<file path="src/rtl/mclk_pkg.sv">
// Package: shared types and the frequency-select decode for the master clock monitor.
// Assumes a 4-bit select: the top bit picks the base rate, the lower three bits give the multiplier minus one.
package mclk_pkg;

    localparam int MULT_W = 4;

    // Monitor states: clock healthy, clock missing, recovery reset in progress.
    typedef enum logic [1:0] {
        MON_OK    = 2'd0,
        MON_LOST  = 2'd1,
        MON_RESET = 2'd2
    } mon_state_t;

    // Decoded master clock rate.
    typedef struct packed {
        logic              base_2m048;
        logic [MULT_W-1:0] mult;
    } rate_t;

    // Turn a select code into base rate and multiplier.
    function automatic rate_t decode_rate(input logic [3:0] sel);
        rate_t r;
        r.base_2m048 = sel[3];
        r.mult       = {1'b0, sel[2:0]} + MULT_W'(1);
        return r;
    endfunction

endpackage

</file>
<file path="src/rtl/mclk_sync.sv">
// Module: multi-stage synchronizer for a vector of independent single-bit signals.
// Assumes each bit is a level and is not related to the other bits; there is no reset, so the stages flush within STAGES cycles.
module mclk_sync #(
    parameter int WIDTH  = 2,
    parameter int STAGES = 2
) (
    input  logic             clk,
    input  logic [WIDTH-1:0] d,
    output logic [WIDTH-1:0] q
);

    logic [WIDTH-1:0] stage_q [STAGES];

    // First stage captures the raw inputs.
    always_ff @(posedge clk) begin
        stage_q[0] <= d;
    end

    // Later stages form the rest of the chain.
    for (genvar s = 1; s < STAGES; s++) begin : g_stage
        always_ff @(posedge clk) begin
            stage_q[s] <= stage_q[s-1];
        end
    end

    assign q = stage_q[STAGES-1];

endmodule

</file>
<file path="src/rtl/mclk_duty_window.sv">
// Module: counts high samples of the synchronized master clock over fixed back-to-back windows.
// At the end of each window it pulses win_done for one cycle and flags win_low when the high
// share is below DUTY_PCT percent. Assumes the monitor clock oversamples the master clock.
module mclk_duty_window #(
    parameter int WIN_CYCLES = 8,
    parameter int DUTY_PCT   = 30
) (
    input  logic clk,
    input  logic rst_n,
    input  logic sample,
    output logic win_done,
    output logic win_low
);

    localparam int CW       = $clog2(WIN_CYCLES + 1);
    localparam int MIN_HIGH = (DUTY_PCT * WIN_CYCLES + 99) / 100;
    localparam logic [CW-1:0] LAST_POS = CW'(WIN_CYCLES - 1);
    localparam logic [CW-1:0] MIN_H    = CW'(MIN_HIGH);

    logic [CW-1:0] pos_q;
    logic [CW-1:0] high_q;
    logic [CW-1:0] high_total;

    // High count including the current sample.
    assign high_total = high_q + CW'(sample);

    // Advance the window position, accumulate high samples and judge each window at its end.
    always_ff @(posedge clk) begin
        if (!rst_n) begin
            pos_q    <= '0;
            high_q   <= '0;
            win_done <= 1'b0;
            win_low  <= 1'b0;
        end else begin
            win_done <= (pos_q == LAST_POS);
            if (pos_q == LAST_POS) begin
                win_low <= (high_total < MIN_H);
                pos_q   <= '0;
                high_q  <= '0;
            end else begin
                pos_q  <= pos_q + 1'b1;
                high_q <= high_total;
            end
        end
    end

endmodule

</file>
<file path="src/rtl/mclk_loss_fsm.sv">
// Module: turns the stream of window verdicts into the lost flag and the recovery reset pulse.
// Assumes win_done pulses once per window with win_low valid in the same cycle.
module mclk_loss_fsm
    import mclk_pkg::*;
#(
    parameter int LOSS_WINDOWS  = 10,
    parameter int RECOV_WINDOWS = 1,
    parameter int RST_CYCLES    = 12
) (
    input  logic clk,
    input  logic rst_n,
    input  logic win_done,
    input  logic win_low,
    output logic clk_lost,
    output logic auto_rst
);

    localparam int BW = $clog2(LOSS_WINDOWS + 1);
    localparam int GW = $clog2(RECOV_WINDOWS + 1);
    localparam int PW = $clog2(RST_CYCLES + 1);

    mon_state_t    state_q;
    logic [BW-1:0] bad_q;
    logic [GW-1:0] good_q;
    logic [PW-1:0] pulse_q;

    // Count runs of weak or healthy windows and time the recovery reset.
    always_ff @(posedge clk) begin
        if (!rst_n) begin
            state_q <= MON_OK;
            bad_q   <= '0;
            good_q  <= '0;
            pulse_q <= '0;
        end else begin
            case (state_q)
                MON_OK: begin
                    if (win_done) begin
                        if (!win_low) begin
                            bad_q <= '0;
                        end else if (bad_q == BW'(LOSS_WINDOWS - 1)) begin
                            bad_q   <= '0;
                            good_q  <= '0;
                            state_q <= MON_LOST;
                        end else begin
                            bad_q <= bad_q + 1'b1;
                        end
                    end
                end
                MON_LOST: begin
                    if (win_done) begin
                        if (win_low) begin
                            good_q <= '0;
                        end else if (good_q == GW'(RECOV_WINDOWS - 1)) begin
                            good_q  <= '0;
                            pulse_q <= '0;
                            state_q <= MON_RESET;
                        end else begin
                            good_q <= good_q + 1'b1;
                        end
                    end
                end
                MON_RESET: begin
                    if (pulse_q == PW'(RST_CYCLES - 1)) begin
                        pulse_q <= '0;
                        state_q <= MON_OK;
                    end else begin
                        pulse_q <= pulse_q + 1'b1;
                    end
                end
                default: state_q <= MON_OK;
            endcase
        end
    end

    // Flags derived from the state.
    assign clk_lost = (state_q == MON_LOST);
    assign auto_rst = (state_q == MON_RESET);

endmodule

</file>
<file path="src/rtl/mclk_rate_decode.sv">
// Module: registers the decoded base rate and multiplier of the master clock.
// Assumes the select is static or changes slowly; the outputs follow it one cycle later.
module mclk_rate_decode
    import mclk_pkg::*;
(
    input  logic        clk,
    input  logic        rst_n,
    input  logic [3:0]  sel,
    output logic        base_2m048,
    output logic [MULT_W-1:0] mult
);

    rate_t rate_q;

    // Capture the decode each cycle; reset to the slowest rate.
    always_ff @(posedge clk) begin
        if (!rst_n) begin
            rate_q.base_2m048 <= 1'b0;
            rate_q.mult       <= MULT_W'(1);
        end else begin
            rate_q <= decode_rate(sel);
        end
    end

    assign base_2m048 = rate_q.base_2m048;
    assign mult       = rate_q.mult;

endmodule

</file>
<file path="src/rtl/mclk_watchdog.sv">
// Module: top of the master clock monitor. Synchronizes the master clock and the reset pin to
// the monitor clock, judges the duty cycle per window, flags loss, issues the recovery reset
// and decodes the frequency select. Assumes mon_clk is free running and at least twice as fast as ref_clk.
module mclk_watchdog
    import mclk_pkg::*;
#(
    parameter int WIN_CYCLES    = 8,
    parameter int DUTY_PCT      = 30,
    parameter int LOSS_WINDOWS  = 10,
    parameter int RECOV_WINDOWS = 1,
    parameter int RST_CYCLES    = 12,
    parameter int SYNC_STAGES   = 2
) (
    input  logic              mon_clk,
    input  logic              ext_rst_n,
    input  logic              ref_clk,
    input  logic [3:0]        freq_sel,
    output logic              clk_lost,
    output logic              rate_2m048,
    output logic [MULT_W-1:0] rate_mult,
    output logic              int_rst_n
);

    logic [1:0] sync_q;
    logic       sys_rst_n;
    logic       ref_s;
    logic       win_done;
    logic       win_low;
    logic       auto_rst;
    logic       int_rst_q;

    // Bring the pin and the master clock into the monitor domain.
    mclk_sync #(.WIDTH(2), .STAGES(SYNC_STAGES)) u_sync (
        .clk (mon_clk),
        .d   ({ext_rst_n, ref_clk}),
        .q   (sync_q)
    );

    assign sys_rst_n = sync_q[1];
    assign ref_s     = sync_q[0];

    mclk_duty_window #(.WIN_CYCLES(WIN_CYCLES), .DUTY_PCT(DUTY_PCT)) u_win (
        .clk      (mon_clk),
        .rst_n    (sys_rst_n),
        .sample   (ref_s),
        .win_done (win_done),
        .win_low  (win_low)
    );

    mclk_loss_fsm #(
        .LOSS_WINDOWS  (LOSS_WINDOWS),
        .RECOV_WINDOWS (RECOV_WINDOWS),
        .RST_CYCLES    (RST_CYCLES)
    ) u_fsm (
        .clk      (mon_clk),
        .rst_n    (sys_rst_n),
        .win_done (win_done),
        .win_low  (win_low),
        .clk_lost (clk_lost),
        .auto_rst (auto_rst)
    );

    mclk_rate_decode u_dec (
        .clk        (mon_clk),
        .rst_n      (sys_rst_n),
        .sel        (freq_sel),
        .base_2m048 (rate_2m048),
        .mult       (rate_mult)
    );

    // Merge the pin reset and the recovery pulse into one registered internal reset.
    always_ff @(posedge mon_clk) begin
        if (!sys_rst_n) begin
            int_rst_q <= 1'b0;
        end else begin
            int_rst_q <= ~auto_rst;
        end
    end

    assign int_rst_n = int_rst_q;

endmodule

</file>
<file path="config.mk">
export PLATFORM = sky130hd
export DESIGN_NAME = mclk_watchdog
export DESIGN_NICKNAME = d
export VERILOG_FILES = /design/src/rtl/mclk_pkg.sv /design/src/rtl/mclk_sync.sv /design/src/rtl/mclk_duty_window.sv /design/src/rtl/mclk_loss_fsm.sv /design/src/rtl/mclk_rate_decode.sv /design/src/rtl/mclk_watchdog.sv
export SDC_FILE = /design/constraint.sdc
export NUM_CORES = 1
export LEC_CHECK = 0
export ABC_AREA = 1
export BUFFER_PORTS_ARGS = -buffer_cell sky130_fd_sc_hd__clkbuf_2
export CAP_MARGIN = 10
export CORE_UTILIZATION = 25
export CTS_BUF_LIST = sky130_fd_sc_hd__clkbuf_8 sky130_fd_sc_hd__clkbuf_16
export DETAILED_ROUTE_END_ITERATION = 6
export GPL_ROUTABILITY_DRIVEN = 0
export PLACE_DENSITY = 0.49
export SLEW_MARGIN = 30
export SYNTH_ARGS = -nofsm -noshare
export SYNTH_HDL_FRONTEND = slang
export SYNTH_HIERARCHICAL = 1
export SYNTH_SLANG_ARGS = --single-unit
</file>
<file path="constraint.sdc">
create_clock -name mon_clk -period 1.2 [get_ports mon_clk]
set_input_delay 0.06 -clock mon_clk [delete_from_list [all_inputs] [get_ports mon_clk]]
set_output_delay 0.06 -clock mon_clk [all_outputs]
set_load 0.1 [all_outputs]
</file>
==> results by group <==
Flow run
  – Max cap viols: 0

Final layout
  – Multi-input gate area: 716.9 um2
  – Diode count: 0
  – Nets: 219
  – FF/Latch Area: 605.6 um2
  – # fillers: 550
  – Layout cells sized above 1: 0.3632
  – Layout area overhead: 43.82%

Global route
  – First-pass GRT wire length: 3815 um
  – Largest net degree at the start of global routing: 11
  – Global route total overflow: 0
  – GR Util All Layers: 0.09068
  – Initial antenna violation count: 0
  – Vias in the first global route: 908

Worst setup path
  – Crit path cell chain: buf_6 -> ha_4 -> nand2_4 -> nand2_2 -> a21oi_4 -> nand3_2 -> nand2_1 -> nor2_1
  – CP max stage delay: 0.33 ns
  – Highest-delay cell along the critical path: dfxtp_2
  – RR Endpoint: u_fsm/state_q[0]
  – Crit Path Category: reg2reg
  – Data required, critical path: 1.37 ns
  – CP Max Fanout: 4
  – Worst EP arrival: 1.40 ns
  – Worst reg-to-reg setup slack: -0.03 ns
  – CP endpoint kind: flip-flop
  – Reg2Reg Depth: 8
  – Setup crit start kind: flip-flop
  – FF-to-FF Start: u_fsm/state_q[0]

Logic synthesis
  – Synth Area in Adders: 0.1124
  – Mapped Nets: 182
  – Top cell type's share of synthesized area: 0.4494
  – Compound-gate portion of the synthesized area: 0.05243
  – Cells after Synth: 163
  – EDFF count, synth: 0
  – Cell Area, Synth: 1336 um2
  – Netlist cell types: 20
  – Post-synth top flop: dfxtp_1
  – Synth top area cells: dfxtp_1, ha_1, nand2_1
  – XOR/XNOR Fraction of Synth Area: 0.01966
  – Seq cells post-synth: 30
  – Cell taking the most area after synthesis: dfxtp_1
  – Post-synth top cells: nand2_1, dfxtp_1, inv_1
  – Register area share after synthesis: 0.4494
  – YS warnings: 6
  – Largest family of logic cells by synthesized area: simple AND/OR/NAND/NOR gates
  – Simple-gate share of the synthesized area: 0.2828
  – Fraction of registers with async set or reset after synthesis: 0
  – Syn avg cell area: 8.198 um2
  – Post-synthesis mux area share: 0
  – Top-count cell post-synth: nand2_1

Timing
  – Final Critical Period: 1.228 ns
  – # setup viols final: 3
  – RSZ-0062 raised after global routing: true
  – Hold slack: 0.01695 ns
  – Worst Tran Pin Value: 0.2688 ns
  – Post-route worst setup slack: -0.02801 ns
  – Max_slew headroom: 0.8205
  – Clock Skew: 0.005493 ns
  – Final Hold Viols: 0
  – Achievable Freq: 814.3 MHz
  – Max-slew violations: 0
  – Fin crit share: 1.023

Route
  – Vias: 1061
  – Post-Route WL: 2327 um
  – Pre-antenna DRT Iters: 4
  – Vias per inst: 3.915
  – Routed Antenna Nets: 0
  – Drt wl/cell: 8.587 um
  – DRC viols: 0
  – First DRT Iteration DRCs: 45

Min path
  – Hold endpoint: u_dec/mult[3]
  – Hold Path Depth: 3
  – Worst hold path type: in2reg
  – Worst Hold Launch: freq_sel[1]

Die
  – Std cell rows: 26
  – Die width: 75.11 um
  – Die ar.: 5642 um2
  – Ports: 14
  – Initial Util: 0.2600
  – Die Y-Extent: 75.11 um
  – CORE AREA: 5140 um2

CTS
  – Clk slew on worst S/H paths: 0.06 ns
  – Max clock buf depth: 2
  – CTS tree: done
  – Clk sink count: 30
  – Root buf cell: clkbuf_8
  – CTS Buf Count: 5
  – H-tree levels: 2
  – Worst skew pair latency: 0.28 ns

Placed design
  – I/O Buffers: 13
  – Pre-CTS setup slack: -0.01339 ns
  – Post-DP HPWL: 1659 um

Pwr
  – P per Cell Area: 1313 nW/um2
  – P_leak: 0.8426 nW
  – Peak supply drop: 0.0007504 V

Run status
  – Failing checks: negative setup slack
  – Outcome: complete, but fails checks
## how the worst max path moves through the flow
stage,to,depth (start not counted),slack (ns),start
global placement,u_fsm/state_q[1],8,-0.007,u_fsm/state_q[0]
CTS,clk_lost,4,-0.01,u_fsm/state_q[0]
global route,u_fsm/state_q[1],8,-0.05,u_fsm/state_q[0]
detailed placement,u_fsm/state_q[0],8,-0.01,u_fsm/state_q[0]
finish,u_fsm/state_q[0],8,-0.03,u_fsm/state_q[0]
floorplan,u_fsm/pulse_q[2],9,-0.1,u_fsm/state_q[1]
## per-stage QoR
stage,instance area [um2],util,power (mW),std cells,setup TNS [ns]
floorplan,1353,-,1.220,163,-0.4710
global placement,1630,0.3172,1.266,257,-0.007561
detailed placement,1630,0.3172,1.268,257,-0.01839
CTS,1834,0.3569,2.559,270,-0.01163
global route,1922,0.3739,2.620,271,-0.1662
finish,1922,0.3739,2.523,271,-0.05408
## per-layer routing
layer	share of wire	vias up	global-route usage
met1	0.52	461	0.1210
li1	-	579	-
met2	0.42	17	0.1321
met5	0	-	0
met3	0.045	4	0.03213
met4	0.015	0	0.03774
## repair_timing
action                                 in CTS  in global routing
cloned                                      0                  0
endpoints found under the hold margin       4                  0
buffers inserted                            1                  1
pin swaps                                   2                  4
setup endpoints to repair                   5                 11
hold buffers                                4                  0
gates resized for setup                     5                 21
## worst max-delay path, delay by kind of cell, from the launching register on
kind,cells,cell delay (ns)
and+or+nand+nor,5,0.34
DFF,1,0.33
adders and majority gates,1,0.17
AOI/OAI and AO/OA,1,0.17
buffers and inverters,1,0.11
## flip-flops by register name, indices dropped and copies added, names as in the netlist
register / count
int_rst_n: 1
u_dec/base_2m048: 1
u_dec/mult: 4
u_fsm/bad_q: 4
u_fsm/pulse_q: 4
u_fsm/state_q: 2
u_sync/stage_q: 4
u_win/high_q: 4
u_win/pos_q: 4
u_win/win_done: 1
u_win/win_low: 1
## cells in the final DEF, fill, tap and decap left out, types with 2 or more instances in the layout
cell type and instances:
nand2_4 5, ha_4 3, inv_1 20, dfxtp_2 4, buf_6 2, nand3_2 3, clkbuf_2 6, xnor2_1 2
bufinv_16 2, nand3_1 12, nand2_2 8, ha_2 2, dlygate4sd3_1 4, dfxtp_1 26, a21oi_1 8, nand4_1 3
buf_4 18, clkbuf_8 6, ha_1 7, inv_2 3, nand2_1 27, nor2_1 17, nor2_2 3, buf_12 2
## cell families (layout without fill, tap and decap cells)
| family | after synthesis | in the layout |
|---|---|---|
| AO/OA/AOI/OAI | 11 | 11 |
| XOR/XNOR | 3 | 3 |
| adder cells (fa/ha/maj) | 12 | 12 |
| buffers and inverters | 27 | 65 |
| flip-flops | 30 | 30 |
| AND/OR/NAND/NOR | 80 | 80 |
## cell type report
type                            count  share of cell area
Clock inverter                      2             0.03125
Multi-Input combinational cell    106              0.3730
Sequential cell                    30              0.3151
Inverter                           25             0.05273
Timing Repair Buffer               32              0.1393
Tap cell                           70             0.04557
Clock buffer                        6             0.04297
## report_power, final
part / total, mW / internal, mW / switching (mW)
sequential: 1.05 / 1.03 / 0.0193
clock: 1.27 / 0.885 / 0.384
combinational: 0.204 / 0.0649 / 0.139
No activity file was read; power rests on OpenSTA's default activity.
